[src/rtl/ipiPkg.sv]
package ipiPkg;
  localparam int ADDR_W = 16;
  localparam int DATA_W = 32;
  localparam int SELF_BIT = DATA_W - 1;

  localparam logic [ADDR_W-1:0] OFF_WHO     = 16'h2000;
  localparam logic [ADDR_W-1:0] OFF_EVENT   = 16'h2004;
  localparam logic [ADDR_W-1:0] OFF_SEND    = 16'h2008;
  localparam logic [ADDR_W-1:0] OFF_ACK     = 16'h200c;
  localparam logic [ADDR_W-1:0] OFF_MSKSET  = 16'h2024;
  localparam logic [ADDR_W-1:0] OFF_MSKCLR  = 16'h2028;

  localparam logic [3:0] VIEW_PAGE = 4'h5;
  localparam logic [6:0] VIEW_SET    = 7'h08;
  localparam logic [6:0] VIEW_CLR    = 7'h0c;
  localparam logic [6:0] VIEW_MSKSET = 7'h24;
  localparam logic [6:0] VIEW_MSKCLR = 7'h28;

  localparam logic [DATA_W-1:0] EVT_REMOTE = 32'h0004_0001;
  localparam logic [DATA_W-1:0] EVT_LOCAL  = 32'h0004_0002;

  typedef enum logic [1:0] {SEL_NONE, SEL_WHO, SEL_EVT} rdSelT;

  typedef struct packed {
    logic setRemote;
    logic setLocal;
    logic clrRemote;
    logic clrLocal;
    logic mskSetRemote;
    logic mskSetLocal;
    logic mskClrRemote;
    logic mskClrLocal;
    logic evtRead;
  } ipiCmdT;
endpackage

[src/rtl/ipiCtrl.sv]
module ipiCtrl
  import ipiPkg::*;
#(
  parameter int NCPU = 4
) (
  input  logic [NCPU-1:0]        accReq,
  input  logic [NCPU-1:0]        accWe,
  input  logic [NCPU*ADDR_W-1:0] accAddr,
  input  logic [NCPU*DATA_W-1:0] accWdata,
  output ipiCmdT                 cmd [NCPU],
  output rdSelT                  rdSel [NCPU],
  output logic [NCPU-1:0]        rdEn
);
  logic [ADDR_W-1:0] addrP [NCPU];
  logic [DATA_W-1:0] dataP [NCPU];
  logic [NCPU-1:0]   viewHit;
  logic [NCPU-1:0]   wrP;

  for (genvar p = 0; p < NCPU; p++) begin : gSlice
    assign addrP[p]   = accAddr[p*ADDR_W +: ADDR_W];
    assign dataP[p]   = accWdata[p*DATA_W +: DATA_W];
    assign viewHit[p] = (addrP[p][15:12] == VIEW_PAGE) &&
                        ({1'b0, addrP[p][11:7]} < 6'(NCPU));
    assign wrP[p]     = accReq[p] && accWe[p];
    assign rdEn[p]    = accReq[p] && !accWe[p];
  end

  always_comb begin
    for (int t = 0; t < NCPU; t++) begin
      cmd[t] = '0;
    end
    for (int p = 0; p < NCPU; p++) begin
      rdSel[p] = SEL_NONE;
      if (wrP[p]) begin
        unique case (addrP[p])
          OFF_SEND: begin
            for (int t = 0; t < NCPU; t++) begin
              cmd[t].setRemote = cmd[t].setRemote | dataP[p][t];
            end
          end
          OFF_ACK: begin
            cmd[p].clrRemote = cmd[p].clrRemote | dataP[p][0];
            cmd[p].clrLocal  = cmd[p].clrLocal  | dataP[p][SELF_BIT];
          end
          OFF_MSKSET: begin
            cmd[p].mskSetRemote = cmd[p].mskSetRemote | dataP[p][0];
            cmd[p].mskSetLocal  = cmd[p].mskSetLocal  | dataP[p][SELF_BIT];
          end
          OFF_MSKCLR: begin
            cmd[p].mskClrRemote = cmd[p].mskClrRemote | dataP[p][0];
            cmd[p].mskClrLocal  = cmd[p].mskClrLocal  | dataP[p][SELF_BIT];
          end
          default: ;
        endcase
        if (viewHit[p]) begin
          for (int t = 0; t < NCPU; t++) begin
            if (addrP[p][11:7] == 5'(t)) begin
              unique case (addrP[p][6:0])
                VIEW_SET: begin
                  cmd[t].setRemote = cmd[t].setRemote | dataP[p][0];
                  cmd[t].setLocal  = cmd[t].setLocal  | dataP[p][SELF_BIT];
                end
                VIEW_CLR: begin
                  cmd[t].clrRemote = cmd[t].clrRemote | dataP[p][0];
                  cmd[t].clrLocal  = cmd[t].clrLocal  | dataP[p][SELF_BIT];
                end
                VIEW_MSKSET: begin
                  cmd[t].mskSetRemote = cmd[t].mskSetRemote | dataP[p][0];
                  cmd[t].mskSetLocal  = cmd[t].mskSetLocal  | dataP[p][SELF_BIT];
                end
                VIEW_MSKCLR: begin
                  cmd[t].mskClrRemote = cmd[t].mskClrRemote | dataP[p][0];
                  cmd[t].mskClrLocal  = cmd[t].mskClrLocal  | dataP[p][SELF_BIT];
                end
                default: ;
              endcase
            end
          end
        end
      end
      if (rdEn[p]) begin
        if (addrP[p] == OFF_WHO) begin
          rdSel[p] = SEL_WHO;
        end else if (addrP[p] == OFF_EVENT) begin
          rdSel[p] = SEL_EVT;
          cmd[p].evtRead = 1'b1;
        end
      end
    end
  end
endmodule

[src/rtl/ipiDatapath.sv]
module ipiDatapath
  import ipiPkg::*;
#(
  parameter int NCPU = 4
) (
  input  logic                   clk,
  input  logic                   rstN,
  input  ipiCmdT                 cmd [NCPU],
  input  rdSelT                  rdSel [NCPU],
  input  logic [NCPU-1:0]        rdEn,
  input  logic [NCPU-1:0]        hwBusy,
  output logic [NCPU-1:0]        accRvalid,
  output logic [NCPU*DATA_W-1:0] accRdata,
  output logic [NCPU-1:0]        ipiIrq,
  output logic [NCPU-1:0]        pendRemote,
  output logic [NCPU-1:0]        pendLocal,
  output logic [NCPU-1:0]        mskRemote,
  output logic [NCPU-1:0]        mskLocal
);
  logic [NCPU-1:0] readyRemote, readyLocal, dlvRemote, dlvLocal;

  assign readyRemote = pendRemote & ~mskRemote;
  assign readyLocal  = pendLocal  & ~mskLocal;
  assign ipiIrq      = readyRemote | readyLocal;

  for (genvar t = 0; t < NCPU; t++) begin : gDeliver
    assign dlvRemote[t] = cmd[t].evtRead && !hwBusy[t] && readyRemote[t];
    assign dlvLocal[t]  = cmd[t].evtRead && !hwBusy[t] && !readyRemote[t] && readyLocal[t];
  end

  always_ff @(posedge clk or negedge rstN) begin
    if (!rstN) begin
      pendRemote <= '0;
      pendLocal  <= '0;
      mskRemote  <= '1;
      mskLocal   <= '1;
      accRvalid  <= '0;
      accRdata   <= '0;
    end else begin
      for (int t = 0; t < NCPU; t++) begin
        if (cmd[t].setRemote)      pendRemote[t] <= 1'b1;
        else if (cmd[t].clrRemote) pendRemote[t] <= 1'b0;
        if (cmd[t].setLocal)       pendLocal[t]  <= 1'b1;
        else if (cmd[t].clrLocal)  pendLocal[t]  <= 1'b0;
        if (cmd[t].mskSetRemote || dlvRemote[t]) mskRemote[t] <= 1'b1;
        else if (cmd[t].mskClrRemote)            mskRemote[t] <= 1'b0;
        if (cmd[t].mskSetLocal || dlvLocal[t])   mskLocal[t]  <= 1'b1;
        else if (cmd[t].mskClrLocal)             mskLocal[t]  <= 1'b0;
        accRvalid[t] <= rdEn[t];
        unique case (rdSel[t])
          SEL_WHO: accRdata[t*DATA_W +: DATA_W] <= DATA_W'(t);
          SEL_EVT: accRdata[t*DATA_W +: DATA_W] <= dlvRemote[t] ? EVT_REMOTE :
                                                  dlvLocal[t]  ? EVT_LOCAL  : '0;
          default: accRdata[t*DATA_W +: DATA_W] <= '0;
        endcase
      end
    end
  end
endmodule

[src/rtl/ipiUnit.sv]
module ipiUnit
  import ipiPkg::*;
#(
  parameter int NCPU = 4
) (
  input  logic                   clk,
  input  logic                   rstN,
  input  logic [NCPU-1:0]        accReq,
  input  logic [NCPU-1:0]        accWe,
  input  logic [NCPU*ADDR_W-1:0] accAddr,
  input  logic [NCPU*DATA_W-1:0] accWdata,
  input  logic [NCPU-1:0]        hwBusy,
  output logic [NCPU-1:0]        accRvalid,
  output logic [NCPU*DATA_W-1:0] accRdata,
  output logic [NCPU-1:0]        ipiIrq
);
  ipiCmdT          cmd [NCPU];
  rdSelT           rdSel [NCPU];
  logic [NCPU-1:0] rdEn;
  logic [NCPU-1:0] pendRemote, pendLocal, mskRemote, mskLocal;

  ipiCtrl #(.NCPU(NCPU)) uCtrl (
    .accReq(accReq), .accWe(accWe), .accAddr(accAddr), .accWdata(accWdata),
    .cmd(cmd), .rdSel(rdSel), .rdEn(rdEn)
  );

  ipiDatapath #(.NCPU(NCPU)) uDp (
    .clk(clk), .rstN(rstN), .cmd(cmd), .rdSel(rdSel), .rdEn(rdEn),
    .hwBusy(hwBusy), .accRvalid(accRvalid), .accRdata(accRdata),
    .ipiIrq(ipiIrq), .pendRemote(pendRemote), .pendLocal(pendLocal),
    .mskRemote(mskRemote), .mskLocal(mskLocal)
  );
endmodule

[config.mk]
export PLATFORM = sky130hd
export DESIGN_NAME = ipiUnit
export DESIGN_NICKNAME = d
export VERILOG_FILES = /design/src/rtl/ipiPkg.sv /design/src/rtl/ipiCtrl.sv /design/src/rtl/ipiDatapath.sv /design/src/rtl/ipiUnit.sv
export SDC_FILE = /design/constraint.sdc
export NUM_CORES = 1
export LEC_CHECK = 0
export BUFFER_PORTS_ARGS = -buffer_cell sky130_fd_sc_hd__buf_2
export CAP_MARGIN = 20
export CORE_AREA = 4 4 131 133
export CTS_CLUSTER_DIAMETER = 40
export CTS_CLUSTER_SIZE = 30
export DETAILED_ROUTE_END_ITERATION = 10
export DIE_AREA = 0 0 135 137
export HOLD_SLACK_MARGIN = 0.03
export PLACE_DENSITY = 0.62
export SLEW_MARGIN = 10
export SYNTH_ARGS = -nofsm -noshare
export SYNTH_HDL_FRONTEND = slang
export SYNTH_SLANG_ARGS = --single-unit
[constraint.sdc]
create_clock -name clk -period 1.7 [get_ports clk]
set_clock_uncertainty 0.2 [all_clocks]
set_input_delay 0.085 -clock clk [delete_from_list [all_inputs] [get_ports clk]]
set_output_delay 0.085 -clock clk [all_outputs]
set_load 0.05 [all_outputs]
Word-level counts from Yosys, hierarchy flattened
Cells that the tools add are included.
{ "totals": {"ff_bits": 148, "wordCells": 524, "inputBits": 206, "output_inout_bits": 136} }
{ "op_classes": {"order_cmp": 4, "eq_ne": 63, "mux": 230, "n_reduce_logical": 68, "n_bitwise": 141} }
{ "op_table": {"columns": ["op", "count"], "rows": [
  ["$eq A16 B14 Y1 const B", 24],
  ["$mux W8", 48],
  ["$pmux W32 S2", 3],
  ["$mux W2", 94],
  ["$mux W32", 5],
  ["$or A1 B1 Y1", 136],
  ["$mux W1", 76],
  ["$mux W19", 4],
  ["$eq A7 B4 Y1 const B", 8],
  ["$eq A7 B6 Y1 const B", 8],
  ["$eq A5 B2 Y1 const B", 8],
  ["$reduce_bool A2 Y1", 16],
  ["$logic_and A1 B1 Y1", 28],
  ["$eq A5 B1 Y1 const B", 4],
  ["$logic_not A5 Y1", 4],
  ["$lt A5 B3 Y1 const B", 4],
  ["$eq A4 B3 Y1 const B", 4],
  ["$logic_not A1 Y1", 12],
  ["$and A4 B4 Y4", 2],
  ["$eq A2 B2 Y1 const B", 4],
  ["$logic_or A1 B1 Y1", 8],
  ["$not A4 Y4", 2],
  ["$eq A2 B1 Y1 const B", 3],
  ["$or A4 B4 Y4", 1]
]} }

Logic depth before layout (Yosys ltp)
{ "depth": {"word_depth": 34, "depth_mapped": 8, "depth_no_buf": 7} }

Cells and area by module
Synthesis repeated with hierarchy kept, for this count alone.
{ "hier_totals": {"hier_cells": 525, "area_unflattened_um2": 4159.0} }
{ "modules_own_cells": {"columns": ["module", "cells_per_inst", "n_inst", "area_each_um2"], "rows": [
  ["ipiDatapath", 236, 1, 2268.4],
  ["ipiCtrl", 289, 1, 1890.6]
]} }

Worst setup path after synthesis
Ideal clock, no wire load.
{ "synth_path": {"path_type": "input port to flip-flop", "startpoint": "input accAddr[57]", "endpoint": "register uDp.accRdata[114]", "setup_slack_ns": -0.815, "stages": 7, "arrival_ns": 2.242, "t_required_ns": 1.427, "setup_ns": 0.073, "path_buffers": 0, "cell_sequence": "or4_4 or4_1 or4_1 ha_1 nor2_1 nand3_1 nor2_1"} }
{ "synth_between": {"elab_chain_cells": 10, "elab_cells_between_ends": 17, "cone_classes": "eq/ne: 4; mux: 9; reduce/logical: 4"} }
{ "synth_lines": {"columns": ["element", "line", "rtl"], "rows": [
  ["from (decl)", "ipiUnit.sv:10", "input logic [NCPU*ADDR_W-1:0] accAddr,"],
  ["$eq A16 B14 Y1", "ipiCtrl.sv:84", "end else if (addrP[p] == OFF_EVENT) begin"],
  ["$mux W1", "ipiCtrl.sv:84", null],
  ["$mux W1", "ipiCtrl.sv:82", "if (addrP[p] == OFF_WHO) begin"],
  ["$mux W1", "ipiCtrl.sv:81", "if (rdEn[p]) begin"],
  ["$logic_and A1 B1 Y1", "ipiDatapath.sv:27, ipiDatapath.sv:28", null],
  ["$logic_and A1 B1 Y1 (2 in a row)", "ipiDatapath.sv:28", "assign dlvLocal[t] = cmd[t].evtRead && !hwBusy[t] && !readyRemote[t] && readyLocal[t];"],
  ["$mux W19", "ipiDatapath.sv:53", "dlvLocal[t] ? EVT_LOCAL : '0;"],
  ["$mux W32", "ipiDatapath.sv:52", "SEL_EVT: accRdata[t*DATA_W +: DATA_W] <= dlvRemote[t] ? EVT_REMOTE :"],
  ["$pmux W32 S2 (*)", "ipiDatapath.sv:50", "unique case (rdSel[t])"],
  ["to (signal, indexed assignment)", "ipiDatapath.sv:51", "SEL_WHO: accRdata[t*DATA_W +: DATA_W] <= DATA_W'(t);"],
  ["to (signal, indexed assignment)", "ipiDatapath.sv:52", null],
  ["to (decl)", "ipiDatapath.sv:13", "output logic [NCPU*DATA_W-1:0] accRdata,"]
]} }
Mark *: on every way between the ends. The rest lies on a longest branch, timed or not.
A chain may end at the register's enable or synchronous reset.

Worst setup path after layout
{ "layout_path": {"startpoint": "input accAddr[55]", "endpoint": "register uDp.accRdata[114]"} }
The elaborated chain is that of the path after synthesis.

==> flow_summary_export.csv <==
group,metric,value,unit
floorplan,die_h,137,um
yosys,synth_ff_type,"dfrtp_1",
cells_and_area,drive_above_1_share,47.08,%
detailed_routing,viasPerCell,4.898,
pwr,p_leak,0.003053,uW
floorplan,rows,46,
placed_design,gp_congestion,1.007,
critical_path,ff2ff_path_depth,4,
critical_path,cp.arrival,2.13,ns
yosys,netlist_instances,536,
sta,layout_setup_ws,-0.4195,ns
outcome,outcome,"finished, violations left",
critical_path,rrSetupSlack,0.03,ns
clocking,cts.sinks,32,
clocking,cts-htree-levels,2,
pwr,irDropWorstVdd,0.3418,mV
yosys,ys_ff_latch,32,
critical_path,worstSetupEndpointType,"flip-flop",
clocking,cts_root_buf,"clkbuf_16",
placed_design,placed_cells,1041,
placed_design,hpwl,15410,um
critical_path,critical_path_class,"in2reg",
sta,final-max-slew-violation-count,0,
critical_path,crit_start,"accAddr[55]",
yosys,ys_warn_count,0,
cells_and_area,multi_input_area,3286,sq um
cells_and_area,antenna_cells,0,
detailed_routing,drtAntennaViolNets,0,
floorplan,core,15830,sq um
sta,setup_violations,11,
cells_and_area,final_common_cell,"buf_4",
sta,grt_setup_unrepaired,"true",
cells_and_area,fin_cells,1072,
pwr,power.density,433.7,nW/um^2
critical_path,r2r_start,"uDp.mskLocal[0]",
run,maxCapViolations,0,
grt,grt_first_pass_wirelength,26960,um
clocking,clkTransAtPathRegs,0.06,ns
critical_path,cpMostUsedCell,"or4_4",
sta,tightest_slew,0.4922,ns
grt,first_global_vias,5084,
detailed_routing,first_pass_iters,5,
cells_and_area,mostFrequentLayoutCells,"buf_4, conb_1, buf_2",
cells_and_area,area_delta_synth_final,62.40,%
placed_design,place.port_buffers,117,
critical_path,worstPathCellList,"buf_6 > or4_4 > or4_4 > or4_4 > ha_4 > nor2_1 > nand3_1 > nor2_1",
grt,track_usage,18.63,%
grt,antenna_found_initial,1,
critical_path,critPathCapture,"uDp.accRdata[114]",
critical_path,slowest_stage,"or4_4",
cells_and_area,nFillCells,1625,
cells_and_area,register_area,810.8,sq um
critical_path,r2r_end,"uDp.mskLocal[0]",
worst_hold_path,hp-class,"in2reg",
floorplan,dieArea,18500,sq um
clocking,numCtsBuffers,5,
detailed_routing,drt-initial-drc-count,334,
grt,grt_start_max_net_pins,17,
sta,fin_crit,2.120,ns
placed_design,placed_area,6092,sq um
sta,hold_viol_final,0,
grt,grt_overflow_total,0,
detailed_routing,wl_per_cell,17.01,um
sta,finalCritPeriodShare,124.7,%
outcome,violations,"setup timing",
clocking,clk_path_buf_depth,2,
floorplan,die_x,135,um
critical_path,cp_max_fo,2,
sta,slew-limit-headroom,66.72,%
critical_path,worstPathRequired,1.71,ns
sta,fmax,0.4718,GHz
yosys,synth_seq_area_share,19.37,%
yosys,async_flop_share,100.0,%
floorplan,initial_utilization,26.45,%
clocking,cts_tree,"done",
cells_and_area,layout.nets,1067,
yosys,syn_avg_cell_area,7.811,sq um
yosys,synth.distinct_cells,66,
detailed_routing,drc_errors,0,
cells_and_area,utilization,42.96,%
critical_path,critPathLaunchType,"input pin",
yosys,synth-edff-count,0,
cells_and_area,postLayoutCellArea,6799,sq um
detailed_routing,via_count,5251,
clocking,worstSkewPairLatency,0.28,ns
critical_path,cpPeakStageDelay,0.53,ns
detailed_routing,totalWireLength,18230,um
yosys,syn_area,4187,sq um
floorplan,io_pins,342,
[through the flow]
step | total power, uW | hold WS (ns) | setup TNS (ns) | setup slack, ns
after CTS | 2918 | -0.1133 | -2.987 | -0.4241
after global placement | 1895 | -0.2360 | -10.70 | -0.8589
final | 2949 | 0.03251 | -2.878 | -0.4195
after detailed placement | 1900 | -0.2397 | -10.99 | -0.8747
after global routing | 3059 | 0.04915 | -3.790 | -0.4868
after floorplan | 1697 | -0.4106 | -4.258 | -0.7190
[synth_stat cells, drive strengths merged, types with 5 or more instances]
library cell / count / area share [%]
nand2: 39 / 3.5
inv: 15 / 1.3
o22ai: 17 / 2.5
nand2b: 9 / 1.3
o2111ai: 5 / 1.0
a211o: 5 / 1.0
o21ai: 15 / 1.8
or3: 10 / 1.8
dfstp: 8 / 5.0
nor2b: 14 / 2.1
nor2: 26 / 2.3
ha: 6 / 1.8
or4: 11 / 2.1
nand3: 28 / 3.3
nor3: 33 / 4.2
and3b: 5 / 1.0
dfrtp: 24 / 14
nand4: 27 / 4.0
nor3b: 9 / 1.6
nor4: 11 / 1.9
buf: 118 / 21
clkbuf: 5 / 0.45
o32ai: 15 / 3.3
nor4b: 17 / 4.2
[state kept, by name, summed over array words and instances (netlist names)]
signal and count:
uDp.pendLocal 4, uDp.pendRemote 4, uDp.mskRemote 4, uDp.mskLocal 4, uDp.accRdata 12, uDp.accRvalid 4
[cell type report]
cell class / count / share of cell area, %
clock buffers: 8 / 2.300
multi-input cells: 481 / 48.33
flip-flops and latches: 32 / 11.92
well taps: 216 / 3.975
inverters: 15 / 0.8281
repair buffers: 320 / 32.65
[cells by family after synthesis]
group                    after synthesis  share of synthesized area [%]
AO/OA/AOI/OAI                         83                          14.41
adder cells (fa/ha/maj)                6                          1.793
buffers and inverters                138                          22.98
flip-flops                            32                          19.37
multiplexers                           1                         0.2690
other                                  1                        0.08957
AND/OR/NAND/NOR                      275                          41.09
[how the worst min path moves through the flow]
stage	from	endpoint	slack (ns)	depth (start not counted)
after floorplan	rstN	uDp.accRdata[0]	-0.41	0
after global placement	rstN	uDp.accRdata[18]	-0.24	1
after detailed placement	rstN	uDp.accRdata[18]	-0.24	1
after global routing	accWdata[35]	uDp.pendRemote[3]	0.05	4
final	accWdata[35]	uDp.pendRemote[3]	0.03	4
after CTS	hwBusy[3]	uDp.accRdata[114]	-0.11	4
[worst max-delay path: cells and delay by family]
| family | cells | cell delay (ns) |
|---|---|---|
| and+or+nand+nor | 6 | 1.72 |
| adders and majority gates | 1 | 0.24 |
| buffers and inverters | 1 | 0.09 |
[power by group]
| part | switching [uW] | total [uW] | internal (uW) |
|---|---|---|---|
| Sequential | 1.79 | 770 | 768 |
| Clock | 352 | 976 | 624 |
| Combinational | 867 | 1200 | 335 |
| Total | 1220 | 2950 | 1730 |
[routing by layer]
metal,track usage (%),up-vias,routed length [um]
met5,0,-,7
met3,2.610,43,1643
li1,-,2449,-
met4,4.703,2,445
met2,32.24,308,8790
met1,24.50,2449,7343
[what timing repair did]
action,4_1_cts,5_1_grt
resized for setup,33,29
pin swaps,23,19
setup buffers,3,6
setup endpoints to repair,17,24
hold buffers,13,1
endpoints found under the hold margin,46,2
(Power assumes the default switching activity.)
